`config.mk`:
```
export PLATFORM = sky130hd
export DESIGN_NAME = wdt_ovf_ctrl
export DESIGN_NICKNAME = d
export VERILOG_FILES = /design/src/rtl/wdt_ovf_pkg.sv /design/src/rtl/wdt_tick_counter.sv /design/src/rtl/wdt_status_reg.sv /design/src/rtl/wdt_rst_pulse.sv /design/src/rtl/wdt_ovf_ctrl.sv
export SDC_FILE = /design/constraint.sdc
export NUM_CORES = 1
export LEC_CHECK = 0
export ABC_AREA = 1
export BUFFER_PORTS_ARGS = -buffer_cell sky130_fd_sc_hd__buf_2
export CORE_AREA = 2 2 47 58
export DETAILED_ROUTE_END_ITERATION = 8
export DIE_AREA = 0 0 49 60
export PLACE_DENSITY_LB_ADDON = 0.12
export SYNTH_ARGS = -nofsm -noshare
export SYNTH_HDL_FRONTEND = slang
export SYNTH_SLANG_ARGS = --single-unit
```
`constraint.sdc`:
```
create_clock -name clk -period 1.4 [get_ports clk]
set_input_delay 0.28 -clock clk [delete_from_list [all_inputs] [get_ports clk]]
set_output_delay 0.28 -clock clk [all_outputs]
set_load 0.03 [all_outputs]
```
`src/rtl/wdt_ovf_pkg.sv`:
```
package wdt_ovf_pkg;
    typedef enum logic [1:0] {
        A_CTRL  = 2'd0,
        A_COUNT = 2'd1,
        A_STAT  = 2'd2
    } wdt_addr_e;

    localparam logic [7:0] STAT_INIT = 8'h1F;

    localparam int B_FLAG = 7;
    localparam int B_RSTE = 6;
    localparam int B_RSEL = 5;
    localparam int B_EN   = 7;
    localparam int B_MODE = 6;

    typedef struct packed {
        logic flag;
        logic armed;
        logic rste;
        logic rsel;
    } stat_t;

    typedef struct packed {
        logic en;
        logic wd_mode;
    } ctrl_t;
endpackage

```
`src/rtl/wdt_tick_counter.sv`:
```
module wdt_tick_counter #(
    parameter int W = 8
) (
    input  logic         clk,
    input  logic         por_n,
    input  logic         run,
    input  logic         tick,
    input  logic         ld,
    input  logic [W-1:0] ld_val,
    output logic [W-1:0] cnt,
    output logic         wrap
);
    localparam logic [W-1:0] ALL1 = {W{1'b1}};

    logic [W-1:0] cnt_d, cnt_q;

    always_comb begin
        cnt_d = cnt_q;
        wrap  = 1'b0;
        if (ld) begin
            cnt_d = ld_val;
        end else if (run && tick) begin
            cnt_d = cnt_q + 1'b1;
            wrap  = (cnt_q == ALL1);
        end
    end

    always_ff @(posedge clk or negedge por_n) begin
        if (!por_n) cnt_q <= '0;
        else        cnt_q <= cnt_d;
    end

    assign cnt = cnt_q;
endmodule

```
`src/rtl/wdt_status_reg.sv`:
```
module wdt_status_reg
    import wdt_ovf_pkg::*;
(
    input  logic       clk,
    input  logic       por_n,
    input  logic       standby,
    input  logic       wd_ovf,
    input  logic       rd_hit,
    input  logic       wr_hit,
    input  logic [7:0] wdata,
    output logic       flag,
    output logic       rste,
    output logic       rsel
);
    localparam stat_t S_INIT = '{flag: STAT_INIT[B_FLAG], armed: 1'b0,
                                 rste: STAT_INIT[B_RSTE], rsel: STAT_INIT[B_RSEL]};

    stat_t st_d, st_q;

    always_comb begin
        st_d = st_q;
        if (rd_hit && st_q.flag) st_d.armed = 1'b1;
        if (wr_hit) begin
            st_d.rste = wdata[B_RSTE];
            st_d.rsel = wdata[B_RSEL];
            if (!wdata[B_FLAG] && st_q.armed) begin
                st_d.flag  = 1'b0;
                st_d.armed = 1'b0;
            end
        end
        if (wd_ovf)  st_d.flag = 1'b1;
        if (standby) st_d = S_INIT;
    end

    always_ff @(posedge clk or negedge por_n) begin
        if (!por_n) st_q <= S_INIT;
        else        st_q <= st_d;
    end

    assign flag = st_q.flag;
    assign rste = st_q.rste;
    assign rsel = st_q.rsel;
endmodule

```
`src/rtl/wdt_rst_pulse.sv`:
```
module wdt_rst_pulse #(
    parameter int LEN = 4
) (
    input  logic clk,
    input  logic por_n,
    input  logic fire,
    input  logic kind_in,
    output logic active,
    output logic kind
);
    localparam int CW = $clog2(LEN + 1);
    localparam logic [CW-1:0] LOAD = CW'(LEN);

    typedef struct packed {
        logic [CW-1:0] left;
        logic          kind;
    } pulse_t;

    pulse_t p_d, p_q;

    always_comb begin
        p_d = p_q;
        if (fire) begin
            p_d.left = LOAD;
            p_d.kind = kind_in;
        end else if (p_q.left != '0) begin
            p_d.left = p_q.left - 1'b1;
        end
    end

    always_ff @(posedge clk or negedge por_n) begin
        if (!por_n) p_q <= '0;
        else        p_q <= p_d;
    end

    assign active = (p_q.left != '0);
    assign kind   = p_q.kind;
endmodule

```
`src/rtl/wdt_ovf_ctrl.sv`:
```
module wdt_ovf_ctrl
    import wdt_ovf_pkg::*;
#(
    parameter int CNT_W     = 8,
    parameter int PULSE_LEN = 4
) (
    input  logic       clk,
    input  logic       por_n,
    input  logic       standby,
    input  logic       tick,
    input  logic [1:0] addr,
    input  logic       wr_en,
    input  logic       rd_en,
    input  logic [7:0] wdata,
    output logic [7:0] rdata,
    output logic       chip_rst,
    output logic       rst_kind
);
    ctrl_t             ctrl_d, ctrl_q;
    logic [CNT_W-1:0]  cnt_val;
    logic              wrap, wd_ovf, iv_ovf, ld_cnt, cnt_hold;
    logic              ovf_flag, rst_en, rst_sel;

    assign ld_cnt   = wr_en && (addr == A_COUNT);
    assign cnt_hold = !ctrl_q.en && !ld_cnt;
    assign wd_ovf   = wrap && ctrl_q.wd_mode;
    assign iv_ovf   = wrap && !ctrl_q.wd_mode;

    always_comb begin
        ctrl_d = ctrl_q;
        if (wr_en && addr == A_CTRL) begin
            ctrl_d.en      = wdata[B_EN];
            ctrl_d.wd_mode = wdata[B_MODE];
        end
        if (wd_ovf) ctrl_d = '0;
    end

    always_ff @(posedge clk or negedge por_n) begin
        if (!por_n) ctrl_q <= '0;
        else        ctrl_q <= ctrl_d;
    end

    wdt_tick_counter #(.W(CNT_W)) u_cnt (
        .clk    (clk),
        .por_n  (por_n),
        .run    (ctrl_q.en),
        .tick   (tick),
        .ld     (ld_cnt),
        .ld_val (wdata[CNT_W-1:0]),
        .cnt    (cnt_val),
        .wrap   (wrap)
    );

    wdt_status_reg u_stat (
        .clk     (clk),
        .por_n   (por_n),
        .standby (standby),
        .wd_ovf  (wd_ovf),
        .rd_hit  (rd_en && addr == A_STAT),
        .wr_hit  (wr_en && addr == A_STAT),
        .wdata   (wdata),
        .flag    (ovf_flag),
        .rste    (rst_en),
        .rsel    (rst_sel)
    );

    wdt_rst_pulse #(.LEN(PULSE_LEN)) u_pulse (
        .clk     (clk),
        .por_n   (por_n),
        .fire    (wd_ovf && rst_en),
        .kind_in (rst_sel),
        .active  (chip_rst),
        .kind    (rst_kind)
    );

    always_comb begin
        case (addr)
            A_CTRL:  rdata = {ctrl_q.en, ctrl_q.wd_mode, 6'b0};
            A_COUNT: rdata = 8'(cnt_val);
            A_STAT:  rdata = {ovf_flag, rst_en, rst_sel, STAT_INIT[4:0]};
            default: rdata = 8'h00;
        endcase
    end
endmodule

```
==> results_dict.tcl, run 1 <==
set metrics [dict create \
    later_pin_clock_latency_in_the_skew_report_ps 290 \
    routedWlPerCell_um 13.0 \
    drv.max_cap_violation_count 0 \
    area_growth_pct 41.9 \
    slew_violations 0 \
    grt_util_all_layers_pct 22.2 \
    grt_remaining_overflow 0 \
    pwr_density_cell_nw_per_um2 1410 \
    mapped_avg_cell_area_um2 7.47 \
    worst_tran_pin_value_ps 418 \
    overall_power_of_the_completed_layout_mw 2.28 \
    nNetsFinal 223 \
    finalCritPeriodShare_pct 99.6 \
    root_buffer "sky130_fd_sc_hd__clkbuf_4" \
    fmax_mhz 717 \
    detailedRoute.firstPassIterationCount 4 \
    critPathSlowestCell "sky130_fd_sc_hd__dfrtp_1" \
    number_of_primary_i_o_pins 26 \
    fraction_of_final_layout_cells_with_drive_strength_greater_than_1_pct 37.9 \
    grt_first_pass_wirelength_mm 4.91 \
    cts_htree_levels 1 \
    number_of_antenna_violations_at_the_first_check_in_global_routing 0 \
    start_util_pct 46.8 \
    worst-path-buf-inv 2 \
    detail_route.vias_per_cell 4.91 \
    pin_count_of_the_biggest_net_entering_global_routing 19 \
    dr.first_iter.drc_count 38 \
    worst-path-max-fanout 4 \
    synth_warnings 0 \
    io_buffer_count 25 \
    die_width_um 49 \
    rsz0062_at_grt "yes" \
    power.static_leakage_nw 0.873 \
    run_status "completed" \
    ant_nets 0 \
    cts_tree "done" \
    detailroute.via_count 1158 \
    die_height_um 60 \
    dp_wirelength_mm 2.16 \
    fin_skew_ps 2.13 \
    reg2reg_depth 8 \
    clock-sinks 18 \
    netlist_instances 152 \
    end_of_the_worst_hold_path "u_cnt.cnt[2]$_DFFE_PN0P_" \
    post_synth_num_cell_types 20 \
    final_period_minus_worst_setup_slack_ps 1390 \
    vdd.ir_drop.worst_uv 986 \
    finalNonFillerCells 236 \
    timing.critical_path.from_type "register" \
    routabilityCongestion 0.787 \
    fillers 226 \
    numCtsBuffers 3 \
    critPathTopFamily "flip-flops" \
    postRouteWirelength_mm 3.07 \
    floorplan.die_area_um2 2940 \
    number_of_buffers_on_the_longest_clock_path 2 \
    critical-path-max-stage-delay_ps 390 \
    reg2reg_setup_slack_ps 80 \
    synthesized_flop_and_latch_total 18 \
    worst_slew_slack_as_a_fraction_of_its_limit_pct 72.1 \
    syn-num-nets 171 \
    final.hold.worst_slack_ps 182 \
    post_synth_instance_area_um2 1130 \
    setup_viol 0 \
    fp.coreArea_um2 2430 \
    layout.cells.most_common_list "47 x sky130_fd_sc_hd__nand2_1, 22 x sky130_fd_sc_hd__buf_4, 20 x sky130_fd_sc_hd__inv_1" \
    worst_setup_hold_path_clk_slew_ps 110 \
    row_count 20 \
    required_ps 1120 \
    cp_cell_sequence "inv_2 > ha_4 > nand2_4 > buf_6" \
    regArea_um2 452 \
    critical_path_class "reg2out" \
    hold_depth 3 \
    place.detailed.instances 215 \
    yosysSeqAreaShare_pct 39.7 \
    timing_hold_violations_final 0 \
    critical_path.endpoint_type "output pin" \
    hold_path.class "in2reg" \
    critical_path_arrival_ps 1110 \
    worstReg2RegStart "u_cnt.cnt[0]$_DFFE_PN0P_" \
    layout_commonest_cell "sky130_fd_sc_hd__nand2_1" \
    n_antenna_cell 0 \
    grt_pass1_vias 1123 \
    hold_path.startpoint "wdata[2]" \
    reg2reg_to "u_pulse.kind$_DFFE_PN0P_" \
    drc_viols 0 \
    multi_input_area_um2 641 \
]
==> metal layers <==
| layer | wire length [um] | up-vias | share of wire [%] | GRT usage (%) |
|---|---|---|---|---|
| met2 | 1650 | 30 | 54 | 39.1 |
| met5 | 0 | - | 0 | 0 |
| met3 | 96 | 6 | 3.1 | 2.50 |
| li1 | - | 586 | - | - |
| met4 | 51 | 0 | 1.7 | 11.8 |
| met1 | 1280 | 536 | 42 | 26.9 |
==> sequential cells by signal (all words and copies together), names as in the netlist <==
register      flops
u_stat.flag       1
u_cnt.cnt         8
u_pulse.p_q       3
u_stat.rste       1
u_stat.rsel       1
ctrl_q            2
u_stat.st_q       1
u_pulse.kind      1
==> report_power, final <==
group	leakage (nW)	internal, mW	switching, mW
registers	0.229	0.659	0.0996
clock network	0.0210	0.158	0.169
logic	0.623	0.554	0.636
total	0.873	1.37	0.904
==> kinds of logic after synthesis <==
logic type | Yosys count | share of synthesized area, %
and+or+nand+nor | 79 | 34.1
buffers and inverters | 27 | 8.93
AOI/OAI and AO/OA | 22 | 11.7
DFF | 18 | 39.7
xor gates and xnor gates | 3 | 2.32
adders and majority gates | 3 | 3.31
==> stage by stage <==
stage	worst slack, ps	util (%)	setup TNS [ps]	instance area (um^2)
finish	5.77	66.3	0	1610
global route	-43.0	66.3	-105	1610
CTS	-52.5	61.9	-52.5	1500
detailed placement	-24.6	55.2	-48.9	1340
global placement	25.6	55.2	0	1340
floorplan	-124	-	-613	1130
==> final cells by class <==
cell class | instances | area share (%)
Timing Repair Buffer | 47 | 21.1
Multi-Input combinational cell | 107 | 39.8
Clock buffer | 4 | 2.25
Inverter | 27 | 6.29
Tap cell | 33 | 2.56
Sequential cell | 18 | 28.0
==> cell usage after synthesis, drive strengths merged <==
master / count / area (um^2)
o211ai: 3 / 22.5
nand3: 17 / 110
o221ai: 2 / 17.5
a21oi: 4 / 20.0
inv: 27 / 101
nor2: 8 / 53.8
xnor2: 1 / 8.76
ha: 3 / 37.5
o22ai: 4 / 25.0
xor2: 2 / 17.5
a21boi: 1 / 7.51
o21ai: 8 / 40.0
nand2: 54 / 223
dfrtp: 18 / 450
==> worst max path at each step <==
stage | startpoint | endpoint | slack, ps | cells after the start
final | u_pulse.p_q[1]$_DFFE_PN0P_ | chip_rst | 6 | 4
after global routing | u_pulse.p_q[2]$_DFFE_PN0P_ | chip_rst | -40 | 4
after CTS | u_pulse.p_q[2]$_DFFE_PN0P_ | chip_rst | -50 | 4
after detailed placement | addr[1] | rdata[7] | -20 | 6
after global placement | addr[1] | rdata[6] | 30 | 6
after floorplan | addr[1] | rdata[0] | -120 | 3
==> worst min-delay path: stages <==
cell and delay [ps]:
sky130_fd_sc_hd__buf_2 80, sky130_fd_sc_hd__nand2_1 40, sky130_fd_sc_hd__nand2_1 50
==> repair_timing <==
| action | in CTS | in global routing |
|---|---|---|
| endpoints found under the setup margin | 8 | 12 |
| cloned | 0 | 0 |
| hold buffers | 1 | 0 |
| pin swaps | 2 | 8 |
| gates resized for setup | 18 | 21 |
| hold endpoints to repair | 18 | 0 |
| buffers inserted | 8 | 8 |
No activity file was read; power rests on OpenSTA's default activity.
==> inputs of run 2 (changes only) <==
==> constraint.sdc (replaced) <==
create_clock -name clk -period 1.4 [get_ports clk]
set_input_delay 0.28 -clock clk [delete_from_list [all_inputs] [get_ports clk]]
set_output_delay 0.28 -clock clk [all_outputs]
set_load 0.05 [all_outputs]
==> run 2 against run 1 <==
The run now ends with setup timing left. Global-route usage decreased by 0.45 points. Worst setup slack lost 27 ps. Die area unchanged. Combinational power grew 13%. Sequential power is 0.9% lower. Final cell count did not move. Total power is 4.2% higher. Critical endpoint is now rdata[7]. Largest power group unchanged. Highest routed layer unchanged.
==> results_dict.tcl, run 2 (synthesis gave the netlist of run 1 again) <==
set metrics [dict create \
    cp_cell_sequence "inv_2 > o221ai_2 > buf_6" \
    dp_wirelength_mm 2.05 \
    finalCritPeriodShare_pct 102 \
    critPathSlowestCell "sky130_fd_sc_hd__dfrtp_1" \
    critical_path_arrival_ps 1140 \
    hold_path.startpoint "wdata[2]" \
    fillers 222 \
    fin_skew_ps 11.2 \
    slew_violations 0 \
    rsz0062_at_grt "yes" \
    worst_tran_pin_value_ps 434 \
    die_width_um 49 \
    overall_power_of_the_completed_layout_mw 2.37 \
    grt_remaining_overflow 0 \
    layout_commonest_cell "sky130_fd_sc_hd__nand2_1" \
    fmax_mhz 704 \
    final_period_minus_worst_setup_slack_ps 1420 \
    number_of_buffers_on_the_longest_clock_path 2 \
    gr-usage-met3_pct 3.25 \
    reg2reg_setup_slack_ps 60 \
    fp.coreArea_um2 2430 \
    nNetsFinal 224 \
    run_status "finished with violations" \
    cts_htree_levels 1 \
    timing.critical_path.from_type "register" \
    layout.cells.most_common_list "47 x sky130_fd_sc_hd__nand2_1, 22 x sky130_fd_sc_hd__buf_4, 18 x sky130_fd_sc_hd__inv_1" \
    gr-max-usage-layer "met2" \
    worstReg2RegStart "u_cnt.cnt[0]$_DFFE_PN0P_" \
    hold_path.class "in2reg" \
    end_of_the_worst_hold_path "u_cnt.cnt[2]$_DFFE_PN0P_" \
    worst_setup_hold_path_clk_slew_ps 120 \
    critical_path_class "reg2out" \
    worst-path-max-fanout 3 \
    largest_reg_flops 8 \
    critical-path-max-stage-delay_ps 400 \
    placedInstanceArea_um2 1360 \
    reg2reg_depth 8 \
    postRouteWirelength_mm 3.08 \
    setup_viol 4 \
    final.setup.worst_slack_ps -21.3 \
    floorplan.die_area_um2 2940 \
    routabilityCongestion 0.802 \
    vdd.ir_drop.worst_uv 757 \
    detailroute.via_count 1188 \
    violations "setup timing" \
    power.static_leakage_nw 0.879 \
    place_ws_ps -78.4 \
    use_met2_pct 38.7 \
    later_pin_clock_latency_in_the_skew_report_ps 310 \
    reg2reg_to "u_pulse.kind$_DFFE_PN0P_" \
    finalCoreUtilization_pct 67.4 \
    groute.layer.met1.usage_pct 25.2 \
    n_antenna_cell 0 \
    required_ps 1120 \
    number_of_primary_i_o_pins 26 \
    die_height_um 60 \
    detailedRoute.firstPassIterationCount 4 \
    timing_hold_violations_final 0 \
    area_growth_pct 44.2 \
    routedWlPerCell_um 13.1 \
    drc_viols 0 \
    critical_path.endpoint_type "output pin" \
    worst_slew_slack_as_a_fraction_of_its_limit_pct 71.0 \
    final_cell_area_um2 1640 \
    row_count 20 \
    io_buffer_count 25 \
    detail_route.vias_per_cell 5.03 \
    drv.max_cap_violation_count 0 \
    clock-sinks 18 \
    cts_tree "done" \
    ant_nets 0 \
    grt_first_pass_wirelength_mm 4.82 \
    numCtsBuffers 3 \
    fin_setup_tns_ps -26.6 \
    fraction_of_final_layout_cells_with_drive_strength_greater_than_1_pct 39.9 \
    pwr_density_cell_nw_per_um2 1450 \
    pin_count_of_the_biggest_net_entering_global_routing 19 \
    dr.first_iter.drc_count 36 \
    number_of_antenna_violations_at_the_first_check_in_global_routing 0 \
    grt_util_all_layers_pct 21.7 \
    start_util_pct 46.8 \
    root_buffer "sky130_fd_sc_hd__clkbuf_4" \
    hold_depth 3 \
    grt_pass1_vias 1106 \
]
## run 2: critical path: cells and delay by family, from the launching register on
kind | cells | cell delay (ps)
compound gates | 1 | 180
buf+inv | 2 | 260
flops | 1 | 400
## run 2: per-layer routing
metal  part of all wire (%)  routed length (um)
met5                      0                   0
met4                    2.6                  81
met1                     41                1250
met3                    3.4                 104
met2                     53                1640
## run 2: layout make-up
cell class | instances | area (um^2) | area share (%)
flip-flops and latches | 18 | 452 | 27.6
repair buffers | 48 | 364 | 22.2
well taps | 33 | 41.3 | 2.52
multi-input cells | 107 | 656 | 40.1
clock buffers | 3 | 22.5 | 1.38
inverters | 27 | 101 | 6.19
## run 2: how the worst max path moves through the flow
stage                                     from       end  slack [ps]  cells past startpoint
floorplan                              addr[1]  rdata[0]        -210                      3
global placement                       addr[0]  rdata[6]         -50                      5
detailed placement                     addr[0]  rdata[6]         -80                      5
CTS                 u_pulse.p_q[2]$_DFFE_PN0P_  chip_rst         -80                      4
global route          u_cnt.cnt[7]$_DFFE_PN0P_  rdata[7]         -60                      3
finish                u_cnt.cnt[7]$_DFFE_PN0P_  rdata[7]         -20                      3
## run 2: timing repair
item	CTS	global route
cloned	0	0
resized for setup	29	13
hold endpoints to repair	18	0
pin swaps	1	8
buffers inserted	7	10
hold buffers	1	0
setup endpoints to repair	9	12
## run 2: through the flow
| stage | hold WS [ps] | instances |
|---|---|---|
| 6_report | 168 | 236 |
| 5_1_grt | 193 | 236 |
| 4_1_cts | 164 | 226 |
| 3_5_place_dp | 246 | 215 |
| 3_3_place_gp | 237 | 215 |
| 2_1_floorplan | -15.6 | 152 |
## run 2: power breakdown
part	switching (mW)	internal [mW]	total, mW
combinational	0.715	0.622	1.34
sequential	0.0931	0.658	0.751
clock	0.181	0.101	0.282
total	0.989	1.38	2.37
==> inputs of run 3 (changes only) <==
--- a/config.mk
+++ b/config.mk
@@ -11,6 +11,7 @@
 export DETAILED_ROUTE_END_ITERATION = 8
 export DIE_AREA = 0 0 49 60
 export PLACE_DENSITY_LB_ADDON = 0.12
+export SETUP_SLACK_MARGIN = 0.05
 export SYNTH_ARGS = -nofsm -noshare
 export SYNTH_HDL_FRONTEND = slang
 export SYNTH_SLANG_ARGS = --single-unit
==> run 3 against run 2 <==
The flow now finishes without violations. Via count increased by 3.0%. Combinational power grew 7%. First-iteration DRC count down 47%. Register-to-register slack is essentially flat. Fmax is 2.5% higher. Clock power grew 16%. Die area unchanged. Highest routed layer unchanged.
==> results_dict.tcl, run 3 (synthesis gave the netlist of run 1 again) <==
set metrics [dict create \
    slew_violations 0 \
    pwr_density_cell_nw_per_um2 1380 \
    root_buffer "sky130_fd_sc_hd__clkbuf_4" \
    fin_skew_ps 1.07 \
    final_period_minus_worst_setup_slack_ps 1390 \
    finalCritPeriodShare_pct 99.0 \
    overall_power_of_the_completed_layout_mw 2.52 \
    number_of_buffers_on_the_longest_clock_path 2 \
    number_of_antenna_violations_at_the_first_check_in_global_routing 0 \
    final.setup.worst_slack_ps 13.4 \
    detailroute.via_count 1224 \
    largest_reg_flops 8 \
    routabilityCongestion 0.809 \
    setup_viol 0 \
    clock-sinks 18 \
    worst-path-max-fanout 2 \
    grt_first_pass_wirelength_mm 5.26 \
    postRouteWirelength_mm 3.23 \
    area_growth_pct 61.2 \
    run_status "completed" \
    finalNonFillerCells 246 \
    hold_path.startpoint "wdata[2]" \
    fp.coreArea_um2 2430 \
    routedWlPerCell_um 13.1 \
    grt_pass1_vias 1190 \
    hold_depth 3 \
    worst_tran_pin_value_ps 421 \
    io_buffer_count 25 \
    cts_tree "done" \
    n_antenna_cell 0 \
    drv.max_cap_violation_count 0 \
    grt_remaining_overflow 0 \
    later_pin_clock_latency_in_the_skew_report_ps 290 \
    timing_hold_violations_final 0 \
    worst_slew_slack_as_a_fraction_of_its_limit_pct 71.9 \
    fmax_mhz 721 \
    cts_htree_levels 1 \
    worst_setup_hold_path_clk_slew_ps 110 \
    required_ps 1120 \
    fin_setup_tns_ps 0 \
    place.detailed.instances 216 \
    reg2reg_depth 9 \
    detailedRoute.firstPassIterationCount 4 \
    floorplan.die_area_um2 2940 \
    vdd.ir_drop.worst_uv 976 \
    critical_path_arrival_ps 1110 \
    detail_route.vias_per_cell 4.98 \
    critical_path_class "reg2out" \
    nNetsFinal 233 \
    dr.first_iter.drc_count 19 \
    place_ws_ps -115 \
    hold_path.class "in2reg" \
    end_of_the_worst_hold_path "u_cnt.cnt[2]$_DFFE_PN0P_" \
    pin_count_of_the_biggest_net_entering_global_routing 19 \
    numCtsBuffers 3 \
    die_width_um 49 \
    power.static_leakage_nw 0.953 \
    grt_util_all_layers_pct 23.5 \
    fraction_of_final_layout_cells_with_drive_strength_greater_than_1_pct 47.4 \
    number_of_primary_i_o_pins 26 \
    worstReg2RegStart "u_cnt.cnt[1]$_DFFE_PN0P_" \
    layout.cells.most_common_list "43 x sky130_fd_sc_hd__nand2_1, 29 x sky130_fd_sc_hd__buf_4, 18 x sky130_fd_sc_hd__dfrtp_1" \
    layout_commonest_cell "sky130_fd_sc_hd__nand2_1" \
    critical_path.endpoint_type "output pin" \
    reg2reg_setup_slack_ps 50 \
    ant_nets 0 \
    reg2reg_to "u_pulse.kind$_DFFE_PN0P_" \
    timing.critical_path.from_type "register" \
    dp_wirelength_mm 2.15 \
    rsz0062_at_grt "yes" \
    row_count 20 \
    start_util_pct 46.8 \
    die_height_um 60 \
    drc_viols 0 \
]
run 3: changes by cell type in the layout (fill, tap and decap cells not counted), moves of 3 or more:
cell / change
sky130_fd_sc_hd__buf_4: +7
sky130_fd_sc_hd__inv_1: -4
sky130_fd_sc_hd__inv_2: +3
sky130_fd_sc_hd__nand2_1: -4
run 3: per-stage QoR:
stage	utilization [%]	hold slack, ps	area (um^2)
floorplan	-	-15.6	1240
global route	75.4	189	1830
global placement	59.9	233	1450
CTS	69.8	183	1690
finish	75.4	179	1830
detailed placement	59.9	237	1450
run 3: layout make-up:
| type | instances | area [um^2] |
|---|---|---|
| well taps | 33 | 41.3 |
| multi-input cells | 107 | 758 |
| inverters | 27 | 104 |
| flip-flops and latches | 18 | 450 |
| clock buffers | 4 | 36.3 |
| fillers | 195 | 598 |
| repair buffers | 57 | 439 |
run 3: repair_timing:
action,CTS,global route
buffers inserted,15,10
pin swaps,7,9
resized for setup,33,15
endpoints found under the setup margin,9,15
hold endpoints to repair,18,0
hold buffers,1,0
run 3: how the worst max path moves through the flow:
stage | startpoint | end | cells past startpoint
floorplan | addr[1] | rdata[6] | 3
global route | u_cnt.cnt[6]$_DFFE_PN0P_ | rdata[6] | 3
finish | u_cnt.cnt[6]$_DFFE_PN0P_ | rdata[6] | 3
global placement | addr[1] | rdata[6] | 5
detailed placement | addr[1] | rdata[6] | 5
CTS | u_cnt.cnt[6]$_DFFE_PN0P_ | rdata[6] | 3
run 3: layer usage:
| metal | vias to the layer above | GRT usage (%) | wire length [um] |
|---|---|---|---|
| met3 | 4 | 1.50 | 63 |
| met2 | 23 | 46.6 | 1870 |
| met5 | - | 0 | 0 |
| met1 | 590 | 26.5 | 1260 |
| li1 | 607 | - | - |
| met4 | 0 | 8.57 | 34 |
run 3: power breakdown:
part	leakage, nW	internal, mW	switching (mW)	total [mW]
combinational	0.702	0.663	0.776	1.44
sequential	0.230	0.656	0.100	0.756
clock	0.0210	0.159	0.169	0.328
run 3: worst max-delay path, cell delays in order, from the launching register on:
cell and delay, ps:
sky130_fd_sc_hd__dfrtp_1 390, sky130_fd_sc_hd__inv_2 70, sky130_fd_sc_hd__o221ai_4 170, sky130_fd_sc_hd__buf_6 180
